<file path="src/rtl/mdu_pkg.sv">
// Shared definitions for the multiply/divide unit.
package mdu_pkg;
    // Operation select carried on issue_op.
    typedef enum logic {
        OP_MUL = 1'b0,
        OP_DIV = 1'b1
    } mdu_op_e;
endpackage

</file>
<file path="src/rtl/mdu_mul_pipe.sv">
// Fully pipelined signed multiplier of MUL_LAT stages.
// The product is formed on entry. The later stages only carry it forward.
// Assumes: in_valid is never high while stall is high (the top gates it through
// issue_ready). A stall freezes every stage at once.
module mdu_mul_pipe #(
    parameter int DATA_W  = 32,
    parameter int TAG_W   = 6,
    parameter int MUL_LAT = 3
) (
    input  logic              clk,
    input  logic              rst_n,
    input  logic              in_valid,
    input  logic [DATA_W-1:0] in_a,
    input  logic [DATA_W-1:0] in_b,
    input  logic [TAG_W-1:0]  in_tag,
    input  logic              stall,
    output logic              out_valid,
    output logic [TAG_W-1:0]  out_tag,
    output logic [DATA_W-1:0] out_data
);
    localparam int PROD_W = 2 * DATA_W;
    localparam int LAST   = MUL_LAT - 1;

    logic [MUL_LAT-1:0] stg_v;
    logic [TAG_W-1:0]   stg_tag  [MUL_LAT];
    logic [DATA_W-1:0]  stg_data [MUL_LAT];
    logic [PROD_W-1:0]  prod_full;

    // Form the full signed product of the incoming operands.
    always_comb begin
        prod_full = PROD_W'($signed(in_a)) * PROD_W'($signed(in_b));
    end

    // Move the valid bits along the pipeline unless it is frozen.
    always_ff @(posedge clk) begin
        if (!rst_n) begin
            stg_v <= '0;
        end else if (!stall) begin
            stg_v[0] <= in_valid;
            for (int i = 1; i < MUL_LAT; i++) begin
                stg_v[i] <= stg_v[i-1];
            end
        end
    end

    // Move tag and data along with the valid bits. These registers need no reset.
    always_ff @(posedge clk) begin
        if (!stall) begin
            stg_tag[0]  <= in_tag;
            stg_data[0] <= prod_full[DATA_W-1:0];
            for (int i = 1; i < MUL_LAT; i++) begin
                stg_tag[i]  <= stg_tag[i-1];
                stg_data[i] <= stg_data[i-1];
            end
        end
    end

    // The last stage drives the result.
    assign out_valid = stg_v[LAST];
    assign out_tag   = stg_tag[LAST];
    assign out_data  = stg_data[LAST];

    AST_MUL_NO_ENTRY_IN_STALL: assert property (@(posedge clk) disable iff (!rst_n)
        stall |-> !in_valid);
    AST_MUL_HOLD_IN_STALL: assert property (@(posedge clk) disable iff (!rst_n)
        stall |=> out_valid);
endmodule

</file>
<file path="src/rtl/mdu_div_seq.sv">
// Blocking signed divider. It holds one divide at a time for DIV_LAT cycles.
// The quotient is worked out from the operand magnitudes and truncated toward zero.
// A zero divisor gives all ones.
// Assumes: start is raised only while busy is low. done lasts one cycle,
// and busy is still high in that cycle.
module mdu_div_seq #(
    parameter int DATA_W  = 32,
    parameter int TAG_W   = 6,
    parameter int DIV_LAT = 8
) (
    input  logic              clk,
    input  logic              rst_n,
    input  logic              start,
    input  logic [DATA_W-1:0] in_a,
    input  logic [DATA_W-1:0] in_b,
    input  logic [TAG_W-1:0]  in_tag,
    output logic              busy,
    output logic              done,
    output logic [TAG_W-1:0]  out_tag,
    output logic [DATA_W-1:0] out_data
);
    localparam int CNT_W = (DIV_LAT > 1) ? $clog2(DIV_LAT) : 1;

    logic [CNT_W-1:0]  cnt;
    logic [DATA_W-1:0] mag_a, mag_b, mag_q, quot;
    logic              neg_q;

    // Divide the magnitudes without sign, then put the sign back.
    always_comb begin
        mag_a = in_a[DATA_W-1] ? -in_a : in_a;
        mag_b = in_b[DATA_W-1] ? -in_b : in_b;
        neg_q = in_a[DATA_W-1] ^ in_b[DATA_W-1];
        mag_q = (mag_b == '0) ? '0 : (mag_a / mag_b);
        if (in_b == '0) quot = '1;
        else            quot = neg_q ? -mag_q : mag_q;
    end

    // Occupancy and countdown control.
    always_ff @(posedge clk) begin
        if (!rst_n) begin
            busy <= 1'b0;
            cnt  <= '0;
        end else if (start) begin
            busy <= 1'b1;
            cnt  <= CNT_W'(DIV_LAT - 1);
        end else if (done) begin
            busy <= 1'b0;
        end else if (busy) begin
            cnt  <= cnt - CNT_W'(1);
        end
    end

    // Capture the tag and quotient of the accepted divide.
    always_ff @(posedge clk) begin
        if (start) begin
            out_tag  <= in_tag;
            out_data <= quot;
        end
    end

    assign done = busy && (cnt == '0);

    AST_DIV_NO_REENTRY: assert property (@(posedge clk) disable iff (!rst_n)
        start |-> !busy);
    AST_DIV_SINGLE_PULSE: assert property (@(posedge clk) disable iff (!rst_n)
        done |=> !done);
    AST_DIV_STAYS_BUSY: assert property (@(posedge clk) disable iff (!rst_n)
        (busy && !done) |=> busy);
endmodule

</file>
<file path="src/rtl/mdu_result_sel.sv">
// Shared result port. A finishing divide wins. A multiply result due in the
// same cycle is held back by freezing the multiply pipeline for one cycle.
// Assumes: divide completions never come in two cycles in a row.
module mdu_result_sel #(
    parameter int DATA_W = 32,
    parameter int TAG_W  = 6
) (
    input  logic              clk,
    input  logic              rst_n,
    input  logic              div_done,
    input  logic [TAG_W-1:0]  div_tag,
    input  logic [DATA_W-1:0] div_data,
    input  logic              mul_valid,
    input  logic [TAG_W-1:0]  mul_tag,
    input  logic [DATA_W-1:0] mul_data,
    output logic              mul_stall,
    output logic              res_valid,
    output logic [TAG_W-1:0]  res_tag,
    output logic [DATA_W-1:0] res_data
);
    // Choose the divide result whenever one is present.
    always_comb begin
        mul_stall = mul_valid && div_done;
        res_valid = mul_valid || div_done;
        res_tag   = div_done ? div_tag  : mul_tag;
        res_data  = div_done ? div_data : mul_data;
    end

    AST_HELD_MUL_DRAINS: assert property (@(posedge clk) disable iff (!rst_n)
        mul_stall |=> (res_valid && !div_done));
endmodule

</file>
<file path="src/rtl/mdu_unit.sv">
// Integer multiply/divide execution unit (top level).
// Routes each accepted operation to the multiply pipeline or the divide engine.
// Sets issue_ready for the operation type being offered, and merges both
// result streams onto a single port.
// Assumes: MUL_LAT >= 1, DIV_LAT >= 1. Tags are unique among operations in flight.
module mdu_unit #(
    parameter int DATA_W  = 32,
    parameter int TAG_W   = 6,
    parameter int MUL_LAT = 3,
    parameter int DIV_LAT = 8
) (
    input  logic              clk,
    input  logic              rst_n,
    input  logic              issue_valid,
    input  logic              issue_op,
    input  logic [DATA_W-1:0] issue_a,
    input  logic [DATA_W-1:0] issue_b,
    input  logic [TAG_W-1:0]  issue_tag,
    output logic              issue_ready,
    output logic              res_valid,
    output logic [TAG_W-1:0]  res_tag,
    output logic [DATA_W-1:0] res_data
);
    import mdu_pkg::*;

    logic              is_div, mul_fire, div_fire, mul_stall;
    logic              div_busy, div_done;
    logic [TAG_W-1:0]  div_tag, mul_tag;
    logic [DATA_W-1:0] div_data, mul_data;
    logic              mul_valid;

    // Ready and fire decode for the offered operation.
    always_comb begin
        is_div      = (issue_op == OP_DIV);
        issue_ready = is_div ? !div_busy : !mul_stall;
        div_fire    = issue_valid && issue_ready && is_div;
        mul_fire    = issue_valid && issue_ready && !is_div;
    end

    mdu_mul_pipe #(.DATA_W(DATA_W), .TAG_W(TAG_W), .MUL_LAT(MUL_LAT)) u_mul (
        .clk(clk), .rst_n(rst_n), .in_valid(mul_fire), .in_a(issue_a), .in_b(issue_b),
        .in_tag(issue_tag), .stall(mul_stall), .out_valid(mul_valid),
        .out_tag(mul_tag), .out_data(mul_data)
    );

    mdu_div_seq #(.DATA_W(DATA_W), .TAG_W(TAG_W), .DIV_LAT(DIV_LAT)) u_div (
        .clk(clk), .rst_n(rst_n), .start(div_fire), .in_a(issue_a), .in_b(issue_b),
        .in_tag(issue_tag), .busy(div_busy), .done(div_done),
        .out_tag(div_tag), .out_data(div_data)
    );

    mdu_result_sel #(.DATA_W(DATA_W), .TAG_W(TAG_W)) u_sel (
        .clk(clk), .rst_n(rst_n), .div_done(div_done), .div_tag(div_tag),
        .div_data(div_data), .mul_valid(mul_valid), .mul_tag(mul_tag),
        .mul_data(mul_data), .mul_stall(mul_stall), .res_valid(res_valid),
        .res_tag(res_tag), .res_data(res_data)
    );

    AST_MUL_OPEN_WHILE_DIV_BUSY: assert property (@(posedge clk) disable iff (!rst_n)
        (div_busy && !mul_stall && issue_valid && !is_div) |-> issue_ready);
endmodule

</file>
<file path="config.mk">
export PLATFORM = sky130hd
export DESIGN_NAME = mdu_unit
export DESIGN_NICKNAME = d
export VERILOG_FILES = /design/src/rtl/mdu_pkg.sv /design/src/rtl/mdu_mul_pipe.sv /design/src/rtl/mdu_div_seq.sv /design/src/rtl/mdu_result_sel.sv /design/src/rtl/mdu_unit.sv
export SDC_FILE = /design/constraint.sdc
export NUM_CORES = 2
export LEC_CHECK = 0
export ABC_AREA = 1
export CORE_MARGIN = 2
export CORE_UTILIZATION = 40
export DETAILED_ROUTE_END_ITERATION = 8
export SYNTH_ARGS = -nofsm -noshare
export SYNTH_HDL_FRONTEND = slang
export SYNTH_SLANG_ARGS = --single-unit
</file>
<file path="constraint.sdc">
create_clock -name clk -period 121.6 [get_ports clk]
set_clock_uncertainty 0.2 [all_clocks]
set_input_delay 36.48 -clock clk [delete_from_list [all_inputs] [get_ports clk]]
set_output_delay 36.48 -clock clk [all_outputs]
set_load 0.005 [all_outputs]
</file>
==> impl_metrics.env <==
export IMPL_yosysUniqueCellTypes=88
export IMPL_max_freq_ghz=0.00865
export IMPL_synth_seq_cells=159
export IMPL_core_area_um2=135000
export IMPL_nFillCells=13943
export IMPL_cts_sinks=159
export IMPL_avgSynthCellArea_um2=6.80
export IMPL_syn_area_um2=54600
export IMPL_via_count=54484
export IMPL_grt_ovfl_total=0
export IMPL_cp_required_ns=121.62
export IMPL_cellPowerDensity_nw_per_um2=27.6
export IMPL_worst_slack_ns=6.05
export IMPL_tritoncts="yes"
export IMPL_tightestPinTransition_ns=1.18
export IMPL_ff_latch_area_um2=4700
export IMPL_area_growth_pct=15.6
export IMPL_finalSetupViolCount=0
export IMPL_synthArstFlopShare=0
export IMPL_layout_nets=9600
export IMPL_die_area_um2=139000
export IMPL_cp_top_family="compound AO/OA/AOI/OAI gates"
export IMPL_hp_class="reg -> reg"
export IMPL_critPathKind="in -> reg"
export IMPL_dp_hpwl_mm=167
export IMPL_place_ws_ns=-1.22
export IMPL_leakagePower_nw=34.6
export IMPL_start_util=0.403
export IMPL_drt_iter0_drc=4173
export IMPL_gp_congestion=1.05
export IMPL_slew_headroom=0.209
export IMPL_synth_area_leaders="ha_1 16%, fa_1 15%, nand2_1 15%"
export IMPL_worstPathArrival_ns=115.57
export IMPL_grt_use_total=0.293
export IMPL_cp_end_kind="flip-flop"
export IMPL_grt_pass1_wl_mm=313
export IMPL_synth_top_flop_cell="edfxtp_1"
export IMPL_vdd_ir_drop_max_v=0.0000961
export IMPL_wl_mm=211
export IMPL_crit_fanout=14
export IMPL_finalPower_mw=1.74
export IMPL_status="completed"
export IMPL_routedWlPerCell_um=20.6
export IMPL_cts_root_buf="clkbuf_16"
export IMPL_cp_common_cell="nand2_1"
export IMPL_port_buffers=113
export IMPL_grt_pass1_vias=51810
export IMPL_yosysSeqAreaShare=0.0862
export IMPL_slew_viol_final=0
export IMPL_dr_pass1_iters=6
export IMPL_hold_viol=0
export IMPL_io_pins=114
export IMPL_grt_max_degree=71
export IMPL_ys_warn_count=0
export IMPL_final_core_util=0.466
export IMPL_detail_route_antenna_nets=0
export IMPL_dpl_cell_area_um2=59000
export IMPL_synth_net_count=9206
export IMPL_design_area_um2=63100
export IMPL_maxCapViolations=0
export IMPL_multi_input_area_um2=44200
export IMPL_die_h_um=373
export IMPL_insertion_delay_ns=0.49
export IMPL_slowest_delay_ns=0.64
export IMPL_cp_slowest_cell="clkdlybuf4s50_1"
export IMPL_fin_crit_sh=0.950
export IMPL_synth_edf_count=152
export IMPL_std_cell_rows=135
export IMPL_clkTransAtPathRegs_ns=0.08
export IMPL_fp_dieW_um=373
export IMPL_critPathLaunchType="primary input"
export IMPL_post_route_drc_count=0
export IMPL_cts_max_path_buffers=2
export IMPL_path_buf_inv=109
export IMPL_htreeDepth=4
export IMPL_synth_area_leader_cell="ha_1"
export IMPL_viasPerCell=5.32
export IMPL_drive_gt1_frac=0.160
export IMPL_synth_top_cell_area_share=0.158
export IMPL_grt_antenna_before_repair=47
export IMPL_numCtsBuffers=17
export IMPL_finalCriticalPeriod_ns=115.55
export IMPL_synthCells=8036
placed cells by master, fill, tap and decap left out, drive strengths merged, types with 76 or more instances in the layout:
master	synthesis	routed
buf	86	481
edfxtp	152	152
nand3	335	335
or2	83	83
ha	688	688
nand4	76	76
inv	1619	1624
fa	408	408
nand2	2272	2275
a21oi	488	488
xor2	247	247
nor2	487	487
xnor2	183	183
o21ai	349	349
Yosys cell counts, types with 58 or more instances:
master    instances
nand2_1        2161
inv_1          1567
ha_1            688
a21oi_1         441
nor2_1          430
fa_1            408
nand3_1         313
xor2_1          246
o21ai_0         190
xnor2_1         183
edfxtp_1        152
clkbuf_1         99
o21ai_1          98
nand2_2          88
nand4_1          76
or2_2            71
o21ai_2          60
nor3_1           58
sequential cells by signal, indices dropped and copies added (netlist names):
register,flops
u_div.cnt,3
u_mul.stg_v,3
u_mul.stg_data,96
u_div.out_data,32
u_mul.stg_tag,18
u_div.out_tag,6
u_div.busy,1
through the flow:
step,hold WS (ns),cells,setup TNS (ns)
floorplan,0.200,8036,0
global placement,0.201,10045,0
detailed placement,0.205,10045,-20.32
CTS,0.217,10078,0
global route,0.226,10232,-16.52
finish,0.221,10242,0
cells by family (layout without fill, tap and decap cells):
| kind of cell | after synthesis | in the layout | synth area share |
|---|---|---|---|
| simple gates | 3394 | 3397 | 0.271 |
| buf+inv | 1849 | 2253 | 0.141 |
| compound gates | 1100 | 1100 | 0.124 |
| fa+ha+maj | 1096 | 1096 | 0.307 |
| xor+xnor | 430 | 430 | 0.0691 |
| flops | 159 | 159 | 0.0862 |
| mux | 8 | 8 | 0.00192 |
| other cells | 0 | 18 | 0 |
routing by layer:
metal	wire length, um	track usage	up-vias
li1	-	-	26095
met1	89700	0.384	26045
met2	95600	0.478	1862
met3	16800	0.0572	438
met4	9130	0.102	44
met5	264	0	-
cell type report:
cell class / instances / share of cell area
inverter: 1627 / 0.0978
clock buffer: 18 / 0.00714
timing repair buffer: 593 / 0.0809
tap: 1781 / 0.0353
multi-input combinational: 6031 / 0.701
sequential: 159 / 0.0745
antenna: 18 / 0.000714
clock inverter: 14 / 0.00289
timing repair inverter: 1 / 0.000119
power by group:
group	switching, mW	internal (mW)
clock	0.0297	0.0293
combinational	1.02	0.517
sequential	0.00868	0.141
total	1.06	0.687
repair_timing:
| item | 4_1_cts | 5_1_grt |
|---|---|---|
| hold buffers | 0 | 0 |
| pin swaps | 2 | 200 |
| setup buffers | 1 | 140 |
| setup endpoints to repair | 26 | 32 |
| resized for setup | 24 | 555 |
| cloned | 0 | 7 |
path summary, 6_finish.rpt:
| check | slack (ns) | depth (start not counted) | from | to |
|---|---|---|---|---|
| setup / recovery | 6.05 | 654 | issue_b[27] | u_div.out_data[28] |
| hold / removal | 0.22 | 0 | u_mul.stg_data[0][39] | u_mul.stg_data[0][71] |
| setup reg to reg | 118.44 | 8 | u_div.cnt[0] | u_mul.stg_data[0][22] |
| hold reg to reg | 0.22 | 0 | u_mul.stg_data[0][39] | u_mul.stg_data[0][71] |
Note: power is estimated with default switching activity, not from simulation.
